$ cat config.mk
export PLATFORM = sky130hd
export DESIGN_NAME = icyc_sequencer
export DESIGN_NICKNAME = d
export VERILOG_FILES = /design/src/rtl/icyc_pkg.sv /design/src/rtl/icyc_phase_ring.sv /design/src/rtl/icyc_class_hold.sv /design/src/rtl/icyc_len_fsm.sv /design/src/rtl/icyc_sequencer.sv
export SDC_FILE = /design/constraint.sdc
export NUM_CORES = 1
export LEC_CHECK = 0
export BUFFER_PORTS_ARGS = -buffer_cell sky130_fd_sc_hd__buf_2
export CAP_MARGIN = 20
export CORE_AREA = 8 8 45 47
export CTS_CLUSTER_DIAMETER = 200
export CTS_CLUSTER_SIZE = 25
export DETAILED_ROUTE_END_ITERATION = 10
export DIE_AREA = 0 0 53 55
export PLACE_DENSITY_LB_ADDON = 0.1
export SKIP_LAST_GASP = 1
export SYNTH_ARGS = -nofsm -noshare
export SYNTH_HDL_FRONTEND = slang
export SYNTH_SLANG_ARGS = --single-unit
$ cat constraint.sdc
create_clock -name clk -period 2.31 [get_ports clk]
set_clock_uncertainty 0.05 [all_clocks]
set_input_delay 0.3465 -clock clk [delete_from_list [all_inputs] [get_ports clk]]
set_output_delay 0.3465 -clock clk [all_outputs]
set_load 0.1 [all_outputs]
$ cat src/rtl/icyc_pkg.sv
package icyc_pkg;

    typedef enum logic [1:0] {
        ST_BASE  = 2'd0,
        ST_FLOW  = 2'd1,
        ST_EXTRA = 2'd2
    } icyc_state_t;

    typedef struct packed {
        logic call;
        logic ret;
        logic branch;
        logic skip;
        logic ind_prog;
    } icyc_class_t;

    function automatic logic class_is_flow(input icyc_class_t c);
        return c.call | c.ret | c.branch | c.skip;
    endfunction

endpackage

$ cat src/rtl/icyc_phase_ring.sv
module icyc_phase_ring #(
    parameter int NUM_PHASES = 4
) (
    input  logic                  clk,
    input  logic                  rst_n,
    output logic [NUM_PHASES-1:0] phase,
    output logic                  first_ph,
    output logic                  last_ph
);
    localparam int LAST = NUM_PHASES - 1;

    logic [NUM_PHASES-1:0] ring_q;
    logic [NUM_PHASES-1:0] ring_d;

    generate
        for (genvar i = 0; i < NUM_PHASES; i++) begin : g_rot
            if (i == 0) begin : g_wrap
                assign ring_d[i] = ring_q[LAST];
            end else begin : g_shift
                assign ring_d[i] = ring_q[i-1];
            end
        end
    endgenerate

    always_ff @(posedge clk or negedge rst_n) begin
        if (!rst_n) begin
            ring_q <= {{(NUM_PHASES-1){1'b0}}, 1'b1};
        end else begin
            ring_q <= ring_d;
        end
    end

    assign phase    = ring_q;
    assign first_ph = ring_q[0];
    assign last_ph  = ring_q[LAST];
endmodule

$ cat src/rtl/icyc_class_hold.sv
module icyc_class_hold
    import icyc_pkg::*;
(
    input  logic        clk,
    input  logic        rst_n,
    input  logic        sample_now,
    input  icyc_class_t live_cls,
    output logic        eff_flow,
    output logic        eff_ind
);
    icyc_class_t held_q;
    icyc_class_t eff_cls;

    always_ff @(posedge clk or negedge rst_n) begin
        if (!rst_n) begin
            held_q <= '0;
        end else if (sample_now) begin
            held_q <= live_cls;
        end
    end

    always_comb begin
        eff_cls  = sample_now ? live_cls : held_q;
        eff_flow = class_is_flow(eff_cls);
        eff_ind  = eff_cls.ind_prog;
    end
endmodule

$ cat src/rtl/icyc_len_fsm.sv
module icyc_len_fsm
    import icyc_pkg::*;
(
    input  logic clk,
    input  logic rst_n,
    input  logic first_ph,
    input  logic last_ph,
    input  logic eff_flow,
    input  logic eff_ind,
    output logic sample_now,
    output logic exec_done,
    output logic fetch_en,
    output logic flush
);
    icyc_state_t state_q;
    icyc_state_t state_d;
    logic        final_cyc;

    always_comb begin
        state_d = state_q;
        if (last_ph) begin
            unique case (state_q)
                ST_BASE: begin
                    if (eff_flow)     state_d = ST_FLOW;
                    else if (eff_ind) state_d = ST_EXTRA;
                    else              state_d = ST_BASE;
                end
                ST_FLOW: begin
                    if (eff_ind) state_d = ST_EXTRA;
                    else         state_d = ST_BASE;
                end
                ST_EXTRA: state_d = ST_BASE;
                default:  state_d = ST_BASE;
            endcase
        end
    end

    always_ff @(posedge clk or negedge rst_n) begin
        if (!rst_n) begin
            state_q <= ST_BASE;
        end else begin
            state_q <= state_d;
        end
    end

    always_comb begin
        final_cyc  = 1'b0;
        flush      = 1'b0;
        sample_now = 1'b0;
        unique case (state_q)
            ST_BASE: begin
                final_cyc  = !eff_flow && !eff_ind;
                sample_now = first_ph;
            end
            ST_FLOW: begin
                final_cyc = !eff_ind;
                flush     = 1'b1;
            end
            ST_EXTRA: final_cyc = 1'b1;
            default:  final_cyc = 1'b1;
        endcase
        fetch_en  = final_cyc;
        exec_done = final_cyc && last_ph;
    end
endmodule

$ cat src/rtl/icyc_sequencer.sv
module icyc_sequencer
    import icyc_pkg::*;
#(
    parameter int NUM_PHASES = 4
) (
    input  logic                  clk,
    input  logic                  rst_n,
    input  logic                  cls_call,
    input  logic                  cls_ret,
    input  logic                  cls_branch,
    input  logic                  cls_skip,
    input  logic                  cls_ind_prog,
    output logic [NUM_PHASES-1:0] phase,
    output logic                  cyc_end,
    output logic                  exec_done,
    output logic                  fetch_en,
    output logic                  flush
);
    icyc_class_t live_cls;
    logic first_ph;
    logic last_ph;
    logic sample_now;
    logic eff_flow;
    logic eff_ind;

    assign live_cls = '{call: cls_call, ret: cls_ret, branch: cls_branch,
                        skip: cls_skip, ind_prog: cls_ind_prog};

    icyc_phase_ring #(.NUM_PHASES(NUM_PHASES)) u_ring (
        .clk      (clk),
        .rst_n    (rst_n),
        .phase    (phase),
        .first_ph (first_ph),
        .last_ph  (last_ph)
    );

    icyc_class_hold u_hold (
        .clk        (clk),
        .rst_n      (rst_n),
        .sample_now (sample_now),
        .live_cls   (live_cls),
        .eff_flow   (eff_flow),
        .eff_ind    (eff_ind)
    );

    icyc_len_fsm u_fsm (
        .clk        (clk),
        .rst_n      (rst_n),
        .first_ph   (first_ph),
        .last_ph    (last_ph),
        .eff_flow   (eff_flow),
        .eff_ind    (eff_ind),
        .sample_now (sample_now),
        .exec_done  (exec_done),
        .fetch_en   (fetch_en),
        .flush      (flush)
    );

    assign cyc_end = last_ph;
endmodule

==> results.py, run 1 <==
metrics = {
    "clock_network": {
        "cts_setup_buffers": 0,
        "path_clk_slew_ns": 0.07,
        "numCtsBuffers": 3,
        "cts_buffer_depth": 2,
        "tritoncts_clock_tree": "done",
        "clock-root-buffer": "sky130_fd_sc_hd__clkbuf_4",
        "worst_skew_pair.late_latency_ns": 0.27,
        "h_tree_levels": 1,
        "clock-sinks": 11,
    },
    "detailed_routing": {
        "drt-total-wl_microns": 951,
        "maxUsedRoutingLayer": "met4",
        "drt-pass1-iter-count": 2,
        "drt_iter0_markers": 2,
        "route.detailed.drc": 0,
        "met2_wirelength_microns": 443,
        "wl_met3_microns": 100,
        "via_cell_ratio": 4.91,
        "dr_total_vias": 329,
        "sum_of_routed_wire_segments_on_met1_microns": 378,
        "antenna_violating_nets_post_route": 0,
        "drt-wirelength-per-cell_microns": 14.2,
    },
    "timing": {
        "max_clock_freq_mhz": 482,
        "grt_setup_unrepaired": "no",
        "final.hold.worst_slack_ns": 0.265,
        "finalSetupViolCount": 0,
        "slew_viol_final": 0,
        "timing_hold_violations_final": 0,
        "timing.final.crit_period_ns": 2.08,
        "slew_headroom": 0.676,
        "worst_slew_pin_slew_ns": 0.489,
        "post-route-period-util": 0.899,
    },
    "final_layout": {
        "multi_input_area_sq_um": 190,
        "nets": 59,
        "layout.cells.non_filler": 67,
        "insertedDiodeCount": 0,
        "drive_gt1_frac": 0.431,
        "fillCellCount": 133,
        "areaGrowthSynthToFinish_pct": 34.6,
        "ff_latch_area_sq_um": 277,
    },
    "die": {
        "floorplan.die.width_microns": 53,
        "core.rowCount": 14,
        "die_h_microns": 55,
        "floorplan.initialDensity": 0.335,
        "floorplan.die_area_sq_um": 2920,
        "ios": 15,
        "coreArea_sq_um": 1380,
    },
    "yosys": {
        "synth.most_common_cell": "sky130_fd_sc_hd__dfrtp_1",
        "yosysTopAreaCell": "sky130_fd_sc_hd__dfrtp_1",
        "synth-xor-area-share": 0,
        "largest_family_of_logic_cells_by_synthesized_area": "multiplexers",
        "synth_sequential_area_ratio": 0.597,
        "synth_compound_area_frac": 0.0405,
        "asyncSetResetFlopFracSynth": 1.00,
        "share_of_the_synthesized_area_in_the_top_cell_type": 0.541,
        "netlist_top_cells_area": "sky130_fd_sc_hd__dfrtp_1 54%, sky130_fd_sc_hd__mux2_1 12%, sky130_fd_sc_hd__dfstp_2 5.7%",
        "yosysUniqueCellTypes": 16,
        "postSynthAreaPerCell_sq_um": 13.6,
        "synthSimpleGateAreaFrac": 0.165,
        "synth_seq_cells": 11,
        "yosys-top-cells-count": "10 x sky130_fd_sc_hd__dfrtp_1, 5 x sky130_fd_sc_hd__mux2_1",
        "synthesis.nets": 41,
        "synth_edf_count": 0,
        "synth_adder_area_share": 0,
        "flip_flop_cell_with_the_highest_count_after_synthesis": "sky130_fd_sc_hd__dfrtp_1",
        "total_standard_cell_area_after_synthesis_sq_um": 463,
        "post_synth_mux_area_share": 0.165,
        "yosys_warnings": 0,
        "postSynthCellCount": 34,
    },
    "pwr": {
        "total_leakage_power_nw": 0.330,
        "ir_drop_mv": 0.274,
        "cellPowerDensity_nw_per_um2": 534,
    },
    "setup_path": {
        "timing.critical_path.cells": "nand2b_1 -> mux2i_1 -> nor2_1 -> nor3b_4 -> buf_12",
        "critical_path_required_ns": 1.91,
        "worst-setup-path-type": "reg2out",
        "worst_path_largest_cell_delay_ns": 0.58,
        "critPathBufInv": 1,
        "crit_family": "flip-flops",
        "critical_path_arrival_ns": 1.68,
        "critical_path.startpoint_type": "flip-flop",
        "path_max_fanout": 6,
        "cpMaxStageDelayCell": "sky130_fd_sc_hd__dfstp_2",
        "worst_setup_end_kind": "output port",
    },
    "placed_design": {
        "numPlacedInstances": 62,
        "gp_congestion": 0.632,
        "portbufs": 14,
        "place.detailed.hpwl_microns": 760,
    },
    "global_route": {
        "gr-usage-all-layers": 0.0767,
        "first_global_vias": 382,
        "global_route.overflow_total": 0,
        "grt_pass1_wl_mm": 1.61,
        "grt_max_degree": 12,
        "grt_antenna_before_repair": 0,
    },
    "status": {
        "status": "complete, no violations",
    },
    "worst_hold_path": {
        "min-delay-path-class": "in2reg",
    },
    "run": {
        "max-cap-violations": 0,
    },
}
-- per-stage QoR --
stage / total power [mW] / setup slack (ns) / instance area (sq um) / utilization / TNS [ns]
after floorplan: 0.196 / -0.0411 / 477 / - / -0.0411
after global placement: 0.205 / 0.316 / 582 / 0.420 / 0
after detailed placement: 0.206 / 0.307 / 582 / 0.420 / 0
after CTS: 0.338 / 0.00168 / 618 / 0.447 / 0
after global routing: 0.346 / 0.0872 / 623 / 0.450 / 0
final: 0.333 / 0.234 / 623 / 0.450 / 0
-- cells in the final DEF (no fill, tap or decap), types with 2 or more instances in the layout --
master | synthesis | routed
sky130_fd_sc_hd__buf_2 | 0 | 12
sky130_fd_sc_hd__dfrtp_1 | 10 | 10
sky130_fd_sc_hd__mux2_1 | 5 | 5
sky130_fd_sc_hd__clkbuf_4 | 0 | 3
sky130_fd_sc_hd__nor3b_2 | 1 | 2
sky130_fd_sc_hd__nand2b_1 | 2 | 2
sky130_fd_sc_hd__mux2i_1 | 2 | 2
sky130_fd_sc_hd__buf_12 | 0 | 2
-- flip-flops by register name (all words and copies together), names as in the netlist --
register and flops:
u_hold.held_q 5, u_ring.phase 4, u_fsm.state_q 2
-- kinds of logic after synthesis --
group,count (synthesis)
flops,11
simple gates,11
mux,7
compound gates,3
buf+inv,2
-- power by group --
| group | internal [mW] | leakage (nW) | switching [mW] |
|---|---|---|---|
| clock | 0.0668 | 0.0150 | 0.0624 |
| combinational | 0.00482 | 0.165 | 0.00614 |
| sequential | 0.193 | 0.150 | 0 |
| total | 0.264 | 0.330 | 0.0686 |
-- routing by layer --
metal  track usage  vias to the layer above
li1              -                      157
met1        0.0781                      156
met2         0.115                       12
met3        0.0321                        4
met4        0.0776                        0
met5             0                        -
-- layout make-up --
class                      instances  area share
sequential                        11       0.444
multi-input combinational         21       0.305
timing repair buffer              15       0.177
clock buffer                       4      0.0422
tap                               16      0.0321
-- final timing paths --
path | end | cells past startpoint | slack (ns) | from
setup / recovery | exec_done | 5 | 0.23 | u_ring.phase[0]
hold / removal | u_hold.held_q[0] | 2 | 0.26 | cls_ind_prog
setup reg to reg | u_hold.held_q[2] | 2 | 0.82 | u_ring.phase[0]
hold reg to reg | u_ring.phase[3] | 0 | 0.32 | u_ring.phase[2]
max in group asynchronous | u_ring.phase[0] | 2 | 1.52 | rst_n
min in group asynchronous | u_fsm.state_q[0] | 2 | 0.42 | rst_n
-- repair_timing --
item,CTS,global route
setup endpoints to repair,0,2
hold buffers,1,0
resized for setup,0,1
endpoints found under the hold margin,10,0
Power figures use the tool's default switching activity.
==> inputs of run 2 (changes only) <==
--- a/config.mk
+++ b/config.mk
@@ -7,11 +7,11 @@
 export LEC_CHECK = 0
 export BUFFER_PORTS_ARGS = -buffer_cell sky130_fd_sc_hd__buf_2
 export CAP_MARGIN = 20
-export CORE_AREA = 8 8 45 47
+export CORE_AREA = 2 2 39 41
 export CTS_CLUSTER_DIAMETER = 200
 export CTS_CLUSTER_SIZE = 25
 export DETAILED_ROUTE_END_ITERATION = 10
-export DIE_AREA = 0 0 53 55
+export DIE_AREA = 0 0 41 43
 export PLACE_DENSITY_LB_ADDON = 0.1
 export SKIP_LAST_GASP = 1
 export SYNTH_ARGS = -nofsm -noshare
==> run 2 against run 1 <==
- routed wire length down 12%
- first-iteration DRC count rose to 4.5 times the previous value
- cell count unchanged
- clock power about the same
- via count up 2.1%
- maximum frequency down 0.97%
- non-clock buffer count unchanged
- critical path depth unchanged
- highest routed layer unchanged
- setup slack worse by 0.020 ns
- global-route usage up 3.9 points
- core utilization unchanged
- die area down 40%
==> results.py, run 2 (synthesis results as in run 1) <==
metrics = {
    "clock_network": {
        "numCtsBuffers": 3,
        "clock-root-buffer": "sky130_fd_sc_hd__clkbuf_4",
        "clock-sinks": 11,
        "worst_skew_pair.late_latency_ns": 0.26,
        "cts_setup_buffers": 0,
        "cts_buffer_depth": 2,
        "tritoncts_clock_tree": "done",
        "path_clk_slew_ns": 0.07,
        "h_tree_levels": 1,
    },
    "placed_design": {
        "numPlacedInstances": 62,
        "gp_congestion": 0.672,
        "place.detailed.hpwl_microns": 640,
        "placement.cell_area_sq_um": 582,
        "dp_slack_ns": 0.288,
        "portbufs": 14,
    },
    "detailed_routing": {
        "antenna_violating_nets_post_route": 0,
        "via_cell_ratio": 5.01,
        "drt-total-wl_microns": 841,
        "drt-pass1-iter-count": 4,
        "drt_iter0_markers": 9,
        "dr_total_vias": 336,
        "route.detailed.drc": 0,
        "drt-wirelength-per-cell_microns": 12.6,
    },
    "timing": {
        "grt_setup_unrepaired": "no",
        "slew_viol_final": 0,
        "post-route-period-util": 0.907,
        "timing_hold_violations_final": 0,
        "final.hold.worst_slack_ns": 0.259,
        "slew_headroom": 0.677,
        "finalSetupViolCount": 0,
        "timing.final.crit_period_ns": 2.10,
        "max_clock_freq_mhz": 477,
        "timing.final.ws_setup_ns": 0.214,
        "final.setup.tns_ns": 0,
        "worst_slew_pin_slew_ns": 0.487,
    },
    "worst_hold_path": {
        "min-delay-path-class": "in2reg",
        "hold_start": "cls_ind_prog",
    },
    "pwr": {
        "p_total_uw": 332,
        "ir_drop_mv": 0.290,
        "total_leakage_power_nw": 0.330,
        "total_switching_power_uw": 67.7,
        "cellPowerDensity_nw_per_um2": 532,
        "seq_power_share": 0.580,
        "internal_power_uw": 264,
        "p_comb_frac": 0.032,
        "power.share.switching": 0.204,
        "power_frac_clock": 0.388,
    },
    "final_layout": {
        "max_flop_register": "u_hold.held_q",
        "fillCellCount": 129,
        "largest_reg_flops": 5,
        "mostFrequentLayoutCell": "sky130_fd_sc_hd__buf_2",
        "insertedDiodeCount": 0,
        "layout.cells.non_filler": 67,
        "top_library_cells_by_usage_in_the_layout_fill_and_taps_aside": "12 x sky130_fd_sc_hd__buf_2, 10 x sky130_fd_sc_hd__dfrtp_1, 5 x sky130_fd_sc_hd__mux2_1",
        "areaGrowthSynthToFinish_pct": 34.6,
        "fin_area_sq_um": 623,
        "nets": 59,
        "drive_gt1_frac": 0.431,
        "final_core_utilization": 0.450,
    },
    "run": {
        "max-cap-violations": 0,
    },
    "setup_path": {
        "critical_path.reg2reg.startpoint": "u_ring.phase[0]",
        "critical_path_required_ns": 1.91,
        "path_max_fanout": 3,
        "critical_path.startpoint_type": "flip-flop",
        "critical_path_arrival_ns": 1.70,
        "timing.reg2reg.setup_slack_ns": 0.81,
        "worst-setup-path-type": "reg2out",
        "critical_path.startpoint": "u_hold.held_q[2]",
        "worst_setup_end_kind": "output port",
    },
    "die": {
        "floorplan.die.width_microns": 41,
        "floorplan.die_area_sq_um": 1760,
        "die_h_microns": 43,
        "coreArea_sq_um": 1380,
        "ios": 15,
        "floorplan.initialDensity": 0.335,
        "core.rowCount": 14,
    },
    "global_route": {
        "grt_max_degree": 12,
        "global_route.overflow_total": 0,
        "grt_pass1_wl_mm": 1.31,
        "grt_antenna_before_repair": 0,
        "gr-usage-all-layers": 0.115,
        "first_global_vias": 299,
    },
    "status": {
        "status": "complete, no violations",
    },
}
## run 2: cell counts in the layout (fill, tap and decap cells not counted)
No cell type changed its count.
## run 2: layout make-up
cell class	count	area, sq um	area share
well taps	16	20.0	0.0321
clock buffers	4	26.3	0.0422
flip-flops and latches	11	277	0.444
multi-input cells	21	190	0.305
repair buffers	15	110	0.177
## run 2: power by group through the flow
stage / clock [mW] / sequential (mW) / combinational (mW)
after global routing: 0.141 / 0.192 / 0.0123
after global placement: 0 / 0.196 / 0.00929
after CTS: 0.131 / 0.192 / 0.0112
final: 0.129 / 0.193 / 0.0106
after detailed placement: 0 / 0.196 / 0.00979
after floorplan: 0 / 0.196 / 0.000129
## run 2: worst paths after layout
kind	to	cells past startpoint
max in group asynchronous	u_ring.phase[0]	2
worst min register to register	u_ring.phase[3]	0
worst max register to register	u_hold.held_q[1]	2
worst max-delay path	exec_done	5
min in group asynchronous	u_fsm.state_q[0]	2
worst min-delay path	u_hold.held_q[0]	2
## run 2: layer usage
layer | up-vias | wire length, microns | GRT usage | share of wire
met2 | 13 | 396 | 0.166 | 0.47
li1 | 154 | - | - | -
met4 | 0 | 10 | 0.0600 | 0.012
met3 | 2 | 63 | 0.0524 | 0.075
met5 | - | 0 | 0 | 0
met1 | 167 | 370 | 0.139 | 0.44
## run 2: critical path, cell delays in order (launching register included)
cell and delay (ns):
sky130_fd_sc_hd__dfrtp_1 0.38, sky130_fd_sc_hd__nor4_1 0.29, sky130_fd_sc_hd__o21ai_1 0.12, sky130_fd_sc_hd__nor3b_2 0.21
sky130_fd_sc_hd__nor3b_4 0.23, sky130_fd_sc_hd__buf_12 0.20
## run 2: repair_timing
| item | in CTS | in global routing |
|---|---|---|
| endpoints found under the setup margin | 0 | 2 |
| hold endpoints to repair | 10 | 0 |
| resized for setup | 0 | 1 |
| hold buffers | 1 | 0 |
==> inputs of run 3 (changes only) <==
--- a/config.mk
+++ b/config.mk
@@ -6,7 +6,8 @@
 export NUM_CORES = 1
 export LEC_CHECK = 0
 export BUFFER_PORTS_ARGS = -buffer_cell sky130_fd_sc_hd__buf_2
-export CAP_MARGIN = 20
+export CELL_PAD_IN_SITES_DETAIL_PLACEMENT = 1
+export CELL_PAD_IN_SITES_GLOBAL_PLACEMENT = 1
 export CORE_AREA = 2 2 39 41
 export CTS_CLUSTER_DIAMETER = 200
 export CTS_CLUSTER_SIZE = 25
==> run 3 against run 2 <==
- setup slack got worse by 0.019 ns
- die area unchanged
- first-iteration DRC count fell by 56%
- routed wire length is 10% higher
- via count shrank 2.7%
- largest cell class unchanged
==> results.py, run 3 (synthesis results as in run 1) <==
metrics = {
    "detailed_routing": {
        "dr_total_vias": 327,
        "via_cell_ratio": 4.88,
        "antenna_violating_nets_post_route": 0,
        "drt_iter0_markers": 4,
        "route.detailed.drc": 0,
        "drt-total-wl_microns": 927,
        "drt-pass1-iter-count": 3,
        "drt-wirelength-per-cell_microns": 13.8,
    },
    "pwr": {
        "ir_drop_mv": 0.267,
        "internal_power_uw": 264,
        "power_frac_clock": 0.379,
        "p_total_uw": 327,
        "power.share.switching": 0.193,
        "p_comb_frac": 0.033,
        "seq_power_share": 0.588,
        "total_leakage_power_nw": 0.330,
        "total_switching_power_uw": 63.3,
        "cellPowerDensity_nw_per_um2": 526,
    },
    "clock_network": {
        "clock-root-buffer": "sky130_fd_sc_hd__clkbuf_4",
        "clock-sinks": 11,
        "cts_buffer_depth": 2,
        "h_tree_levels": 1,
        "worst_skew_pair.late_latency_ns": 0.26,
        "path_clk_slew_ns": 0.06,
        "cts_setup_buffers": 0,
        "tritoncts_clock_tree": "done",
        "numCtsBuffers": 3,
    },
    "final_layout": {
        "nets": 59,
        "final_core_utilization": 0.450,
        "areaGrowthSynthToFinish_pct": 34.6,
        "layout.cells.non_filler": 67,
        "insertedDiodeCount": 0,
        "top_library_cells_by_usage_in_the_layout_fill_and_taps_aside": "12 x sky130_fd_sc_hd__buf_2, 10 x sky130_fd_sc_hd__dfrtp_1, 5 x sky130_fd_sc_hd__mux2_1",
        "max_flop_register": "u_hold.held_q",
        "drive_gt1_frac": 0.431,
        "mostFrequentLayoutCell": "sky130_fd_sc_hd__buf_2",
        "largest_reg_flops": 5,
    },
    "setup_path": {
        "critical_path.startpoint_type": "flip-flop",
        "critical_path_required_ns": 1.91,
        "worst_setup_end_kind": "output port",
        "worst-setup-path-type": "reg2out",
        "path_max_fanout": 3,
        "critical_path_arrival_ns": 1.72,
    },
    "global_route": {
        "gr-usage-all-layers": 0.137,
        "grt_pass1_wl_mm": 1.50,
        "grt_max_degree": 12,
        "global_route.overflow_total": 0,
        "grt_antenna_before_repair": 0,
        "first_global_vias": 362,
    },
    "die": {
        "die_h_microns": 43,
        "coreArea_sq_um": 1380,
        "ios": 15,
        "floorplan.initialDensity": 0.335,
        "floorplan.die_area_sq_um": 1760,
        "floorplan.die.width_microns": 41,
        "core.rowCount": 14,
    },
    "status": {
        "status": "complete, no violations",
    },
    "placed_design": {
        "place.detailed.hpwl_microns": 756,
        "gp_congestion": 0.711,
        "portbufs": 14,
        "numPlacedInstances": 62,
        "dp_slack_ns": 0.319,
    },
    "timing": {
        "final.setup.tns_ns": 0,
        "max_clock_freq_mhz": 473,
        "grt_setup_unrepaired": "no",
        "timing_hold_violations_final": 0,
        "post-route-period-util": 0.916,
        "timing.final.ws_setup_ns": 0.195,
        "worst_slew_pin_slew_ns": 0.487,
        "timing.final.crit_period_ns": 2.12,
        "slew_headroom": 0.677,
        "slew_viol_final": 0,
        "finalSetupViolCount": 0,
    },
    "worst_hold_path": {
        "min-delay-path-class": "in2reg",
    },
    "run": {
        "max-cap-violations": 0,
    },
}
[run 3: repair_timing]
item                                    in CTS  in global routing
hold endpoints to repair                    10                  0
gates resized for setup                      0                  1
endpoints found under the setup margin       0                  2
hold buffers                                 1                  0
[run 3: power by group through the flow]
stage	Sequential (mW)	Combinational, mW	Clock [mW]
after detailed placement	0.196	0.00994	0
after CTS	0.193	0.0112	0.136
final	0.193	0.0108	0.124
after global routing	0.192	0.0125	0.145
after floorplan	0.196	0.000129	0
after global placement	0.196	0.00953	0
[run 3: metal layers]
| layer | wire, microns | global-route usage |
|---|---|---|
| met5 | 0 | 0 |
| met4 | 11 | 0.100 |
| met3 | 52 | 0.0366 |
| met2 | 519 | 0.203 |
| met1 | 344 | 0.162 |
[run 3: stage by stage]
stage               cell area, sq um  hold WS, ns
CTS                              618        0.250
detailed placement               582        0.172
finish                           623        0.265
global route                     623        0.258
global placement                 582        0.168
floorplan                        477     0.000909
[run 3: cell type report]
cell class	count	area, sq um
Fill cell	146	761
Clock buffer	4	26.3
Multi-Input combinational cell	21	190
Tap cell	16	20.0
Timing Repair Buffer	15	110
Sequential cell	11	277
[run 3: path summary, 6_finish.rpt]
| path | startpoint | to | slack [ns] | depth (start not counted) |
|---|---|---|---|---|
| setup / recovery | u_hold.held_q[2] | exec_done | 0.19 | 5 |
| max in group asynchronous | rst_n | u_ring.phase[0] | 1.54 | 2 |
| min in group asynchronous | rst_n | u_ring.phase[2] | 0.42 | 2 |
| hold reg to reg | u_ring.phase[1] | u_ring.phase[2] | 0.33 | 0 |
| setup reg to reg | u_ring.phase[0] | u_hold.held_q[2] | 0.78 | 2 |
| hold / removal | cls_ind_prog | u_hold.held_q[0] | 0.26 | 2 |
[run 3: critical path, cell delays in order, from the launching register on]
cell and delay [ns]:
sky130_fd_sc_hd__dfrtp_1 0.38, sky130_fd_sc_hd__nor4_1 0.32, sky130_fd_sc_hd__o21ai_1 0.11, sky130_fd_sc_hd__nor3b_2 0.21
sky130_fd_sc_hd__nor3b_4 0.24, sky130_fd_sc_hd__buf_12 0.20
